### config.mk
export PLATFORM = sky130hd
export DESIGN_NAME = psi_upstream_rx
export DESIGN_NICKNAME = d
export VERILOG_FILES = /design/src/rtl/psi_rx_pkg.sv /design/src/rtl/psi_uart_rx.sv /design/src/rtl/psi_pkt_asm.sv /design/src/rtl/psi_pkt_decode.sv /design/src/rtl/psi_upstream_rx.sv
export SDC_FILE = /design/constraint.sdc
export NUM_CORES = 1
export LEC_CHECK = 0
export ABC_CLOCK_PERIOD_IN_PS = 13400
export BUFFER_PORTS_ARGS = -buffer_cell sky130_fd_sc_hd__buf_2
export CORE_ASPECT_RATIO = 1.2
export CORE_MARGIN = 8
export CORE_UTILIZATION = 60
export DETAILED_ROUTE_END_ITERATION = 10
export PLACE_DENSITY = 0.83
export SETUP_SLACK_MARGIN = 0.1
export SLEW_MARGIN = 15
export SYNTH_ARGS = -nofsm -noshare
export SYNTH_HDL_FRONTEND = slang
export SYNTH_SLANG_ARGS = --single-unit
### constraint.sdc
create_clock -name clk -period 13.4 [get_ports clk]
set_input_delay 2.01 -clock clk [delete_from_list [all_inputs] [get_ports clk]]
set_output_delay 2.01 -clock clk [all_outputs]
set_load 0.1 [all_outputs]
### src/rtl/psi_rx_pkg.sv
// Shared constants, types and the packet CRC step for the upstream receiver.
package psi_rx_pkg;
    localparam int ERR_W    = 4;
    localparam int ERR_STOP = 0;
    localparam int ERR_LEN  = 1;
    localparam int ERR_PCRC = 2;
    localparam int ERR_SCHK = 3;

    typedef enum logic [1:0] {RX_IDLE, RX_START, RX_DATA, RX_STOP} rx_state_e;

    // One byte of CRC-8, polynomial 0x07, MSB first.
    function automatic logic [7:0] crc8_step(input logic [7:0] c, input logic [7:0] b);
        logic [7:0] r;
        r = c ^ b;
        for (int k = 0; k < 8; k++) begin
            r = r[7] ? ((r << 1) ^ 8'h07) : (r << 1);
        end
        return r;
    endfunction
endpackage

### src/rtl/psi_uart_rx.sv
// Oversampled UART character receiver.
// Assumes rx_i is already synchronous to clk. tick_i marks each of the
// OS_RATE samples per bit. A start bit is confirmed at mid-bit. Data is
// taken LSB first on every following bit centre. The stop bit level is
// reported with the character.
module psi_uart_rx
    import psi_rx_pkg::*;
#(
    parameter int OS_RATE = 16
) (
    input  logic       clk,
    input  logic       rst_n,
    input  logic       rx_i,
    input  logic       tick_i,
    output logic       char_valid_o,
    output logic [7:0] char_data_o,
    output logic       stop_ok_o,
    output logic       idle_tick_o
);
    localparam int CW = $clog2(OS_RATE);
    localparam logic [CW-1:0] HALF = CW'(OS_RATE / 2 - 1);
    localparam logic [CW-1:0] LAST = CW'(OS_RATE - 1);

    rx_state_e     state;
    logic [CW-1:0] tcnt;
    logic [2:0]    bcnt;
    logic [7:0]    shreg;

    // Sample on which the line is idle and no character is in progress.
    assign idle_tick_o = tick_i && (state == RX_IDLE) && rx_i;

    // Character framing state machine.
    always_ff @(posedge clk) begin
        if (!rst_n) begin
            state        <= RX_IDLE;
            tcnt         <= '0;
            bcnt         <= '0;
            shreg        <= '0;
            char_valid_o <= 1'b0;
            char_data_o  <= '0;
            stop_ok_o    <= 1'b0;
        end else begin
            char_valid_o <= 1'b0;
            if (tick_i) begin
                unique case (state)
                    RX_IDLE: begin
                        tcnt <= '0;
                        if (!rx_i) state <= RX_START;
                    end
                    RX_START: begin
                        if (tcnt == HALF) begin
                            tcnt  <= '0;
                            bcnt  <= '0;
                            state <= rx_i ? RX_IDLE : RX_DATA;
                        end else begin
                            tcnt <= tcnt + 1'b1;
                        end
                    end
                    RX_DATA: begin
                        if (tcnt == LAST) begin
                            tcnt  <= '0;
                            shreg <= {rx_i, shreg[7:1]};
                            if (bcnt == 3'd7) state <= RX_STOP;
                            bcnt <= bcnt + 1'b1;
                        end else begin
                            tcnt <= tcnt + 1'b1;
                        end
                    end
                    RX_STOP: begin
                        if (tcnt == LAST) begin
                            tcnt         <= '0;
                            char_valid_o <= 1'b1;
                            char_data_o  <= shreg;
                            stop_ok_o    <= rx_i;
                            state        <= RX_IDLE;
                        end else begin
                            tcnt <= tcnt + 1'b1;
                        end
                    end
                    default: state <= RX_IDLE;
                endcase
            end
        end
    end

    // a character strobe lasts one cycle.
    a_r1_single_char: assert property (@(posedge clk) disable iff (!rst_n)
        char_valid_o |=> !char_valid_o);
    // data phase is entered only with the line low at the mid-bit sample.
    a_r1_start_confirm: assert property (@(posedge clk) disable iff (!rst_n)
        (state == RX_DATA && $past(state) == RX_START) |-> $past(!rx_i));
endmodule

### src/rtl/psi_pkt_asm.sv
// Packet assembler. It stores the characters of the open packet, keeps a
// running packet CRC and a stop-error flag, and measures the idle gap.
// It raises close_o on the idle sample that completes the configured gap.
// Assumes characters come from psi_uart_rx, whose idle samples start right
// after the stop-bit centre.
module psi_pkt_asm
    import psi_rx_pkg::*;
#(
    parameter int OS_RATE   = 16,
    parameter int MAX_CHARS = 6
) (
    input  logic                          clk,
    input  logic                          rst_n,
    input  logic                          char_valid_i,
    input  logic [7:0]                    char_data_i,
    input  logic                          stop_ok_i,
    input  logic                          idle_tick_i,
    input  logic [3:0]                    cfg_idle_i,
    output logic                          close_o,
    output logic [MAX_CHARS-1:0][7:0]     bytes_o,
    output logic [2:0]                    cnt_o,
    output logic [7:0]                    crc_o,
    output logic                          stop_err_o
);
    localparam int GAP_W = $clog2(OS_RATE * 17 + 1);

    logic             open_q;
    logic [GAP_W-1:0] gap_cnt;
    logic [GAP_W-1:0] gap_lim;

    // Idle samples from stop centre to the end of the configured gap.
    assign gap_lim = GAP_W'(OS_RATE / 2 - 1)
                   + GAP_W'(OS_RATE) * (GAP_W'(cfg_idle_i) + GAP_W'(1));
    assign close_o = open_q && idle_tick_i && !char_valid_i
                   && (gap_cnt == gap_lim - GAP_W'(1));

    // Packet bookkeeping: count, CRC, stop error and gap timer.
    always_ff @(posedge clk) begin
        if (!rst_n) begin
            open_q     <= 1'b0;
            gap_cnt    <= '0;
            cnt_o      <= '0;
            crc_o      <= '0;
            stop_err_o <= 1'b0;
        end else if (char_valid_i) begin
            open_q     <= 1'b1;
            gap_cnt    <= idle_tick_i ? GAP_W'(1) : '0;
            cnt_o      <= (cnt_o == 3'd7) ? cnt_o : cnt_o + 1'b1;
            crc_o      <= crc8_step(crc_o, char_data_i);
            stop_err_o <= stop_err_o | !stop_ok_i;
        end else if (close_o) begin
            open_q     <= 1'b0;
            gap_cnt    <= '0;
            cnt_o      <= '0;
            crc_o      <= '0;
            stop_err_o <= 1'b0;
        end else if (open_q && idle_tick_i) begin
            gap_cnt <= gap_cnt + 1'b1;
        end
    end

    // One storage slot per character position, cleared when a packet closes.
    for (genvar g = 0; g < MAX_CHARS; g++) begin : g_slot
        always_ff @(posedge clk) begin
            if (!rst_n || close_o) begin
                bytes_o[g] <= '0;
            end else if (char_valid_i && cnt_o == 3'(g)) begin
                bytes_o[g] <= char_data_i;
            end
        end
    end

    // a new character restarts the gap measurement.
    a_r2_gap_restart: assert property (@(posedge clk) disable iff (!rst_n)
        char_valid_i |=> (gap_cnt <= GAP_W'(1)));
    // a packet closes only while one is open.
    a_r2_close_open: assert property (@(posedge clk) disable iff (!rst_n)
        close_o |=> !open_q);
endmodule

### src/rtl/psi_pkt_decode.sv
// Combinational decoder for a closed packet. It extracts the payload word,
// masks the sensor field, checks the sensor CRC-3 or parity, flags length
// and packet CRC errors, and routes a packet with a bad CRC to channel 0,
// frame 1. Assumes the data field plus its check bits fit in the payload.
module psi_pkt_decode
    import psi_rx_pkg::*;
#(
    parameter int MAX_CHARS = 6,
    parameter int DATA_MAX  = 28
) (
    input  logic [MAX_CHARS-1:0][7:0] bytes_i,
    input  logic [2:0]                cnt_i,
    input  logic [7:0]                crc_i,
    input  logic                      stop_err_i,
    input  logic [2:0]                cfg_chars_i,
    input  logic [4:0]                cfg_len_i,
    input  logic                      cfg_sens_crc_i,
    output logic [31:0]               data_o,
    output logic [2:0]                chan_o,
    output logic [2:0]                frame_o,
    output logic [ERR_W-1:0]          err_o,
    output logic [1:0]                sens_o
);
    localparam int PAY_W = 8 * (MAX_CHARS - 2);

    logic [PAY_W-1:0] payload;
    logic [PAY_W-1:0] fmask;
    logic [PAY_W-1:0] pmask;
    logic [5:0]       fwidth;
    logic [2:0]       crc3;
    logic             fb;
    logic             pcrc_bad;
    logic             schk_bad;

    // Gather payload bytes, first character in the lowest byte.
    always_comb begin
        payload = '0;
        for (int i = 1; i <= MAX_CHARS - 2; i++) begin
            if (i <= int'(cfg_chars_i) - 2) payload[8*(i-1) +: 8] = bytes_i[i];
        end
    end

    // Sensor check: CRC-3 over data MSB first, or even parity.
    always_comb begin
        crc3 = 3'b111;
        fb   = 1'b0;
        for (int i = DATA_MAX - 1; i >= 0; i--) begin
            if (i < int'(cfg_len_i)) begin
                fb   = crc3[2] ^ payload[i];
                crc3 = {crc3[1], crc3[0] ^ fb, fb};
            end
        end
        pmask    = (PAY_W'(1) << (cfg_len_i + 5'd1)) - PAY_W'(1);
        schk_bad = cfg_sens_crc_i ? (crc3 != payload[cfg_len_i +: 3])
                                  : ^(payload & pmask);
    end

    // Field mask, error vector and routing.
    always_comb begin
        fwidth   = {1'b0, cfg_len_i} + (cfg_sens_crc_i ? 6'd3 : 6'd1);
        fmask    = (PAY_W'(1) << fwidth) - PAY_W'(1);
        data_o   = 32'(payload & fmask);
        pcrc_bad = (crc_i != 8'h00);
        err_o    = '0;
        err_o[ERR_STOP] = stop_err_i;
        err_o[ERR_LEN]  = (cnt_i != cfg_chars_i);
        err_o[ERR_PCRC] = pcrc_bad;
        err_o[ERR_SCHK] = schk_bad;
        chan_o   = pcrc_bad ? 3'd0 : bytes_i[0][2:0];
        frame_o  = pcrc_bad ? 3'd1 : bytes_i[0][5:3];
        sens_o   = bytes_i[0][7:6];
    end
endmodule

### src/rtl/psi_upstream_rx.sv
// Top of the upstream packet receiver: UART front end, packet assembler
// and decoder. The report and interrupt pulses are registered on the
// cycle the packet closes. Assumes rx_i is synchronous and the
// configuration is stable while a packet is in flight.
module psi_upstream_rx
    import psi_rx_pkg::*;
#(
    parameter int OS_RATE   = 16,
    parameter int MAX_CHARS = 6,
    parameter int DATA_MAX  = 28
) (
    input  logic        clk,
    input  logic        rst_n,
    input  logic        rx_i,
    input  logic        os_tick_i,
    input  logic [3:0]  cfg_idle_i,
    input  logic [2:0]  cfg_chars_i,
    input  logic [4:0]  cfg_len_i,
    input  logic        cfg_sens_crc_i,
    input  logic [3:0]  cfg_irq_mask_i,
    output logic        rep_valid_o,
    output logic [31:0] rep_data_o,
    output logic [2:0]  rep_chan_o,
    output logic [2:0]  rep_frame_o,
    output logic [3:0]  rep_err_o,
    output logic [1:0]  rep_sens_o,
    output logic        irq_ok_o,
    output logic        irq_any_o,
    output logic        irq_sens_o
);
    logic                      ch_valid, ch_stop_ok, idle_tick, close;
    logic [7:0]                ch_data, pcrc;
    logic [MAX_CHARS-1:0][7:0] pbytes;
    logic [2:0]                pcnt, d_chan, d_frame;
    logic                      pstop_err;
    logic [31:0]               d_data;
    logic [ERR_W-1:0]          d_err;
    logic [1:0]                d_sens;

    psi_uart_rx #(.OS_RATE(OS_RATE)) u_uart (
        .clk, .rst_n, .rx_i, .tick_i(os_tick_i),
        .char_valid_o(ch_valid), .char_data_o(ch_data),
        .stop_ok_o(ch_stop_ok), .idle_tick_o(idle_tick)
    );

    psi_pkt_asm #(.OS_RATE(OS_RATE), .MAX_CHARS(MAX_CHARS)) u_asm (
        .clk, .rst_n, .char_valid_i(ch_valid), .char_data_i(ch_data),
        .stop_ok_i(ch_stop_ok), .idle_tick_i(idle_tick), .cfg_idle_i,
        .close_o(close), .bytes_o(pbytes), .cnt_o(pcnt), .crc_o(pcrc),
        .stop_err_o(pstop_err)
    );

    psi_pkt_decode #(.MAX_CHARS(MAX_CHARS), .DATA_MAX(DATA_MAX)) u_dec (
        .bytes_i(pbytes), .cnt_i(pcnt), .crc_i(pcrc), .stop_err_i(pstop_err),
        .cfg_chars_i, .cfg_len_i, .cfg_sens_crc_i,
        .data_o(d_data), .chan_o(d_chan), .frame_o(d_frame),
        .err_o(d_err), .sens_o(d_sens)
    );

    // Register the report and interrupt pulses on packet close.
    always_ff @(posedge clk) begin
        if (!rst_n) begin
            rep_valid_o <= 1'b0;
            rep_data_o  <= '0;
            rep_chan_o  <= '0;
            rep_frame_o <= '0;
            rep_err_o   <= '0;
            rep_sens_o  <= '0;
            irq_ok_o    <= 1'b0;
            irq_any_o   <= 1'b0;
            irq_sens_o  <= 1'b0;
        end else begin
            rep_valid_o <= close;
            irq_any_o   <= close;
            irq_ok_o    <= close && ((d_err & cfg_irq_mask_i) == '0);
            irq_sens_o  <= close && (d_sens != 2'b00);
            if (close) begin
                rep_data_o  <= d_data;
                rep_chan_o  <= d_chan;
                rep_frame_o <= d_frame;
                rep_err_o   <= d_err;
                rep_sens_o  <= d_sens;
            end
        end
    end

    // reports are isolated single-cycle pulses.
    a_r2_single_pulse: assert property (@(posedge clk) disable iff (!rst_n)
        rep_valid_o |=> !rep_valid_o);
    // a packet CRC failure always lands in channel 0, frame 1.
    a_r4_crc_route: assert property (@(posedge clk) disable iff (!rst_n)
        (rep_valid_o && rep_err_o[ERR_PCRC]) |-> (rep_chan_o == 3'd0 && rep_frame_o == 3'd1));
    // the error-free interrupt never fires without the any-packet one.
    a_r9_ok_needs_any: assert property (@(posedge clk) disable iff (!rst_n)
        irq_ok_o |-> irq_any_o);
    // the status interrupt accompanies a report with nonzero status.
    a_r10_sens_irq: assert property (@(posedge clk) disable iff (!rst_n)
        irq_sens_o |-> (rep_valid_o && rep_sens_o != 2'b00));
endmodule

==> metrics <==
status=finished, final reports clean; total design power=between 0.001 and 0.0015 W; PnR worst setup slack=2.356 ns; DRT iter0 DRCs=1,308; worst min path class=flip-flop to flip-flop; ranking of synthesized cells by area=dfxtp_1, nand2_1, nor2_1, a21oi_1, xnor2_1; combinational power share=24.5%; count leader, synth=nand2_1; die height=approximately 160 microns; initial antenna violation count=0; required time worst endpoint=13.71 ns; crit path launch type=primary input; register-to-register setup slack=4.37 ns; Synth Net Count=1,565; WL per Instance=20.72 microns; Worst Setup Path Type=primary input to flip-flop; crit path DAT=11.35 ns; Psw=0.0003631 W; Critical-path top delay cell=ha_1; latest clock arrival within the worst-skew pair=~0.42 ns; Syn Std Cell Area=about 11,000 sq um; mux contribution to synthesized area=6.824%; worst stage delay on the critical path=0.75 ns; GRT overflow=0; n_diodes=0; Worst-Margin Slew=between 0.8 and 0.9 ns; unrepaired setup endpoints after global routing=false; Async SR Flop Fraction=0%; Compound-Gate Fraction of Synth Area=23.41%; number of synthesis warnings=0; hold path cells=2; Post-synth EDFFs=0; # IOs=between 60 and 70; synth cell count leaders=nand2_1, nor2_1, dfxtp_1, a21oi_1, o21ai_0; R2R Path Start=u_asm.bytes_o[33]; static leakage=~4.6 nW; Reg2Reg Depth=30; xor and xnor area share after synthesis=8.694%; Clock Skew=a little under 0.008 ns; final setup fails=0; H-Tree Depth=4; fin crit period=11.04 ns; CTS tree=built; Sw Ratio=31.45%; Max Slew Vio Count=0; power per cell area=96.86 nW/um^2; worst-path maximum fanout=24; Clk pin slew, worst setup/hold paths=0.07 ns; CTS Sinks=136; Final GP Congestion=~0.99; Slew headroom=between 40% and 50%; setup_tns=0 ns; simple-gate area share of the yosys netlist=28.42%; fin util=between 60% and 70%; register area share after synthesis=between 20% and 30%; Max Cap Viol=0; WHS Endpoint=rep_data_o[31]; total wire length=36,530 microns; Final ANT Viol Nets=0; Post-DP HPWL=26,660 microns; Post-Synthesis Cells=around 1,500; hold wc startpoint=rep_data_o[31]; Flop pwr share=35.1%; Setup Buffers After CTS=0; vias per cell=6.691; first-pass GRT wire length=58,210 microns; Adder-Cell Fraction of Synth Area=3.211%; fin crit share=82.42%; Final #Nets=1,575; post_cts resized=0; Synth cell types=99; vias in the first global route=11,290; Detailed Routing Iterations Pass 1=7; share of layout cells above drive strength 1=approximately an eighth; total track usage=31.57%; Avg Inst Size Synth=7.196 sq um; hold buffer count at cts=0; Clk network pwr share=between 40% and 50%; Initial Utilization=60.70%; Area Growth Syn to Fin=9.255%; Die X=between 100 and 150 microns; row count=54; Reg2Reg Capture Point=rep_err_o[3]; vias=11,800; largest net degree at the start of global routing=60; Synth Register Bits=136; fill cell count=1,494; largest family of logic cells by synthesized area=simple AND/OR/NAND/NOR gates; cts bufs inserted=17; Die ar.=around 23,000 sq um; Yosys top cell by area=dfxtp_1; CTS root buf=clkbuf_16; Buffers on Ports=68; post-synth top area share=24.96%; Power Internal=0.0007914 W; Primary FF master, synth=dfxtp_1; max frequency=0.09055 GHz; CORE AREA=17,970 sq um; CTS Buffer Depth=2; worst vdd ir=0.1180 mV; Hold Fails Final Rpt=0; pre-CTS WS=2.101 ns; DRC violations left=0; CP Capture Type=flip-flop
==> cells in the final DEF (no fill, tap or decap), types with 8 or more instances in the layout <==
master,n
a211oi_1,20
a21o_1,10
a21oi_1,131
a22o_1,12
a31oi_1,12
and2_1,22
buf_2,68
buf_4,23
clkbuf_16,17
dfxtp_1,136
ha_1,28
inv_1,24
mux2i_1,40
mux4_2,11
nand2_1,223
nand3_1,81
nand4_1,18
nor2_1,189
nor2b_1,8
nor3_1,53
nor4_1,15
o211ai_1,14
o21ai_0,96
or2_2,8
xnor2_1,71
xor2_1,23
==> flip-flops by register name, summed over array words and instances, names as in the netlist, 2 cells and up, named ones only <==
register	flops
rep_chan_o	3
rep_data_o	32
rep_err_o	4
rep_frame_o	3
rep_sens_o	2
u_asm.bytes_o	40
u_asm.cnt_o	3
u_asm.crc_o	8
u_asm.gap_cnt	9
u_uart.bcnt	3
u_uart.char_data_o	8
u_uart.shreg	8
u_uart.tcnt	4
==> per-layer routing <==
metal / share of wire [%] / track usage (%) / up-vias / routed length (microns)
met5: 0 / 0 / - / 0
met4: 7.6 / 25.24 / 0 / 2784
met3: 8.4 / 5.321 / 185 / 3081
met2: 47 / 53.79 / 690 / 17310
met1: 37 / 34.78 / 5465 / 13360
li1: - / - / 5457 / -
==> cell families after synthesis <==
| kind of cell | Yosys count |
|---|---|
| XOR/XNOR | 100 |
| multiplexers | 59 |
| AND/OR/NAND/NOR | 672 |
| AO/OA/AOI/OAI | 393 |
| adder cells (fa/ha/maj) | 28 |
| other | 1 |
| buffers and inverters | 127 |
| flip-flops | 136 |
==> worst max-delay path by stage <==
stage                         startpoint           end  slack (ns)  cells past startpoint
after floorplan           cfg_chars_i[1]  rep_err_o[3]        3.50                     31
after global placement    cfg_chars_i[1]  rep_err_o[3]        2.36                     32
after detailed placement  cfg_chars_i[1]  rep_err_o[3]        2.10                     32
after CTS                 cfg_chars_i[1]  rep_err_o[3]        2.52                     32
after global routing      cfg_chars_i[1]      irq_ok_o        1.74                     32
final                     cfg_chars_i[1]  rep_err_o[3]        2.36                     32
==> critical path, delay by kind of cell <==
kind | cells | cell delay (ns)
AOI/OAI and AO/OA | 15 | 4.60
and+or+nand+nor | 10 | 2.59
adders and majority gates | 1 | 0.75
xor gates and xnor gates | 3 | 0.72
muxes | 2 | 0.51
buffers and inverters | 1 | 0.16
==> power by group through the flow <==
stage	clock, W	combinational (W)	sequential [W]
2_1_floorplan	0	0.000217	0.000414
3_3_place_gp	0	0.000268	0.000414
3_5_place_dp	0	0.000273	0.000414
4_1_cts	0.000469	0.000275	0.000405
5_1_grt	0.000486	0.000308	0.000405
6_report	0.000467	0.000282	0.000405
==> stage by stage <==
stage                     hold slack, ns  cell area (sq um)  std cells
after floorplan                   0.4320              10910       1516
after global placement            0.4200              11320       1731
after detailed placement          0.4270              11320       1731
after CTS                         0.4369              11920       1763
after global routing              0.4583              11920       1763
final                             0.4334              11920       1763
==> cell type report <==
type,count,area [sq um],area share [%]
Sequential cell,136,2723,22.84
Clock buffer,17,425.4,3.569
Multi-Input combinational cell,1253,7707,64.67
Timing Repair Buffer,91,513.0,4.304
Inverter,27,101.3,0.8503
Clock inverter,15,168.9,1.417
Tap cell,224,280.3,2.351
Note: power is estimated with default switching activity, not from simulation.
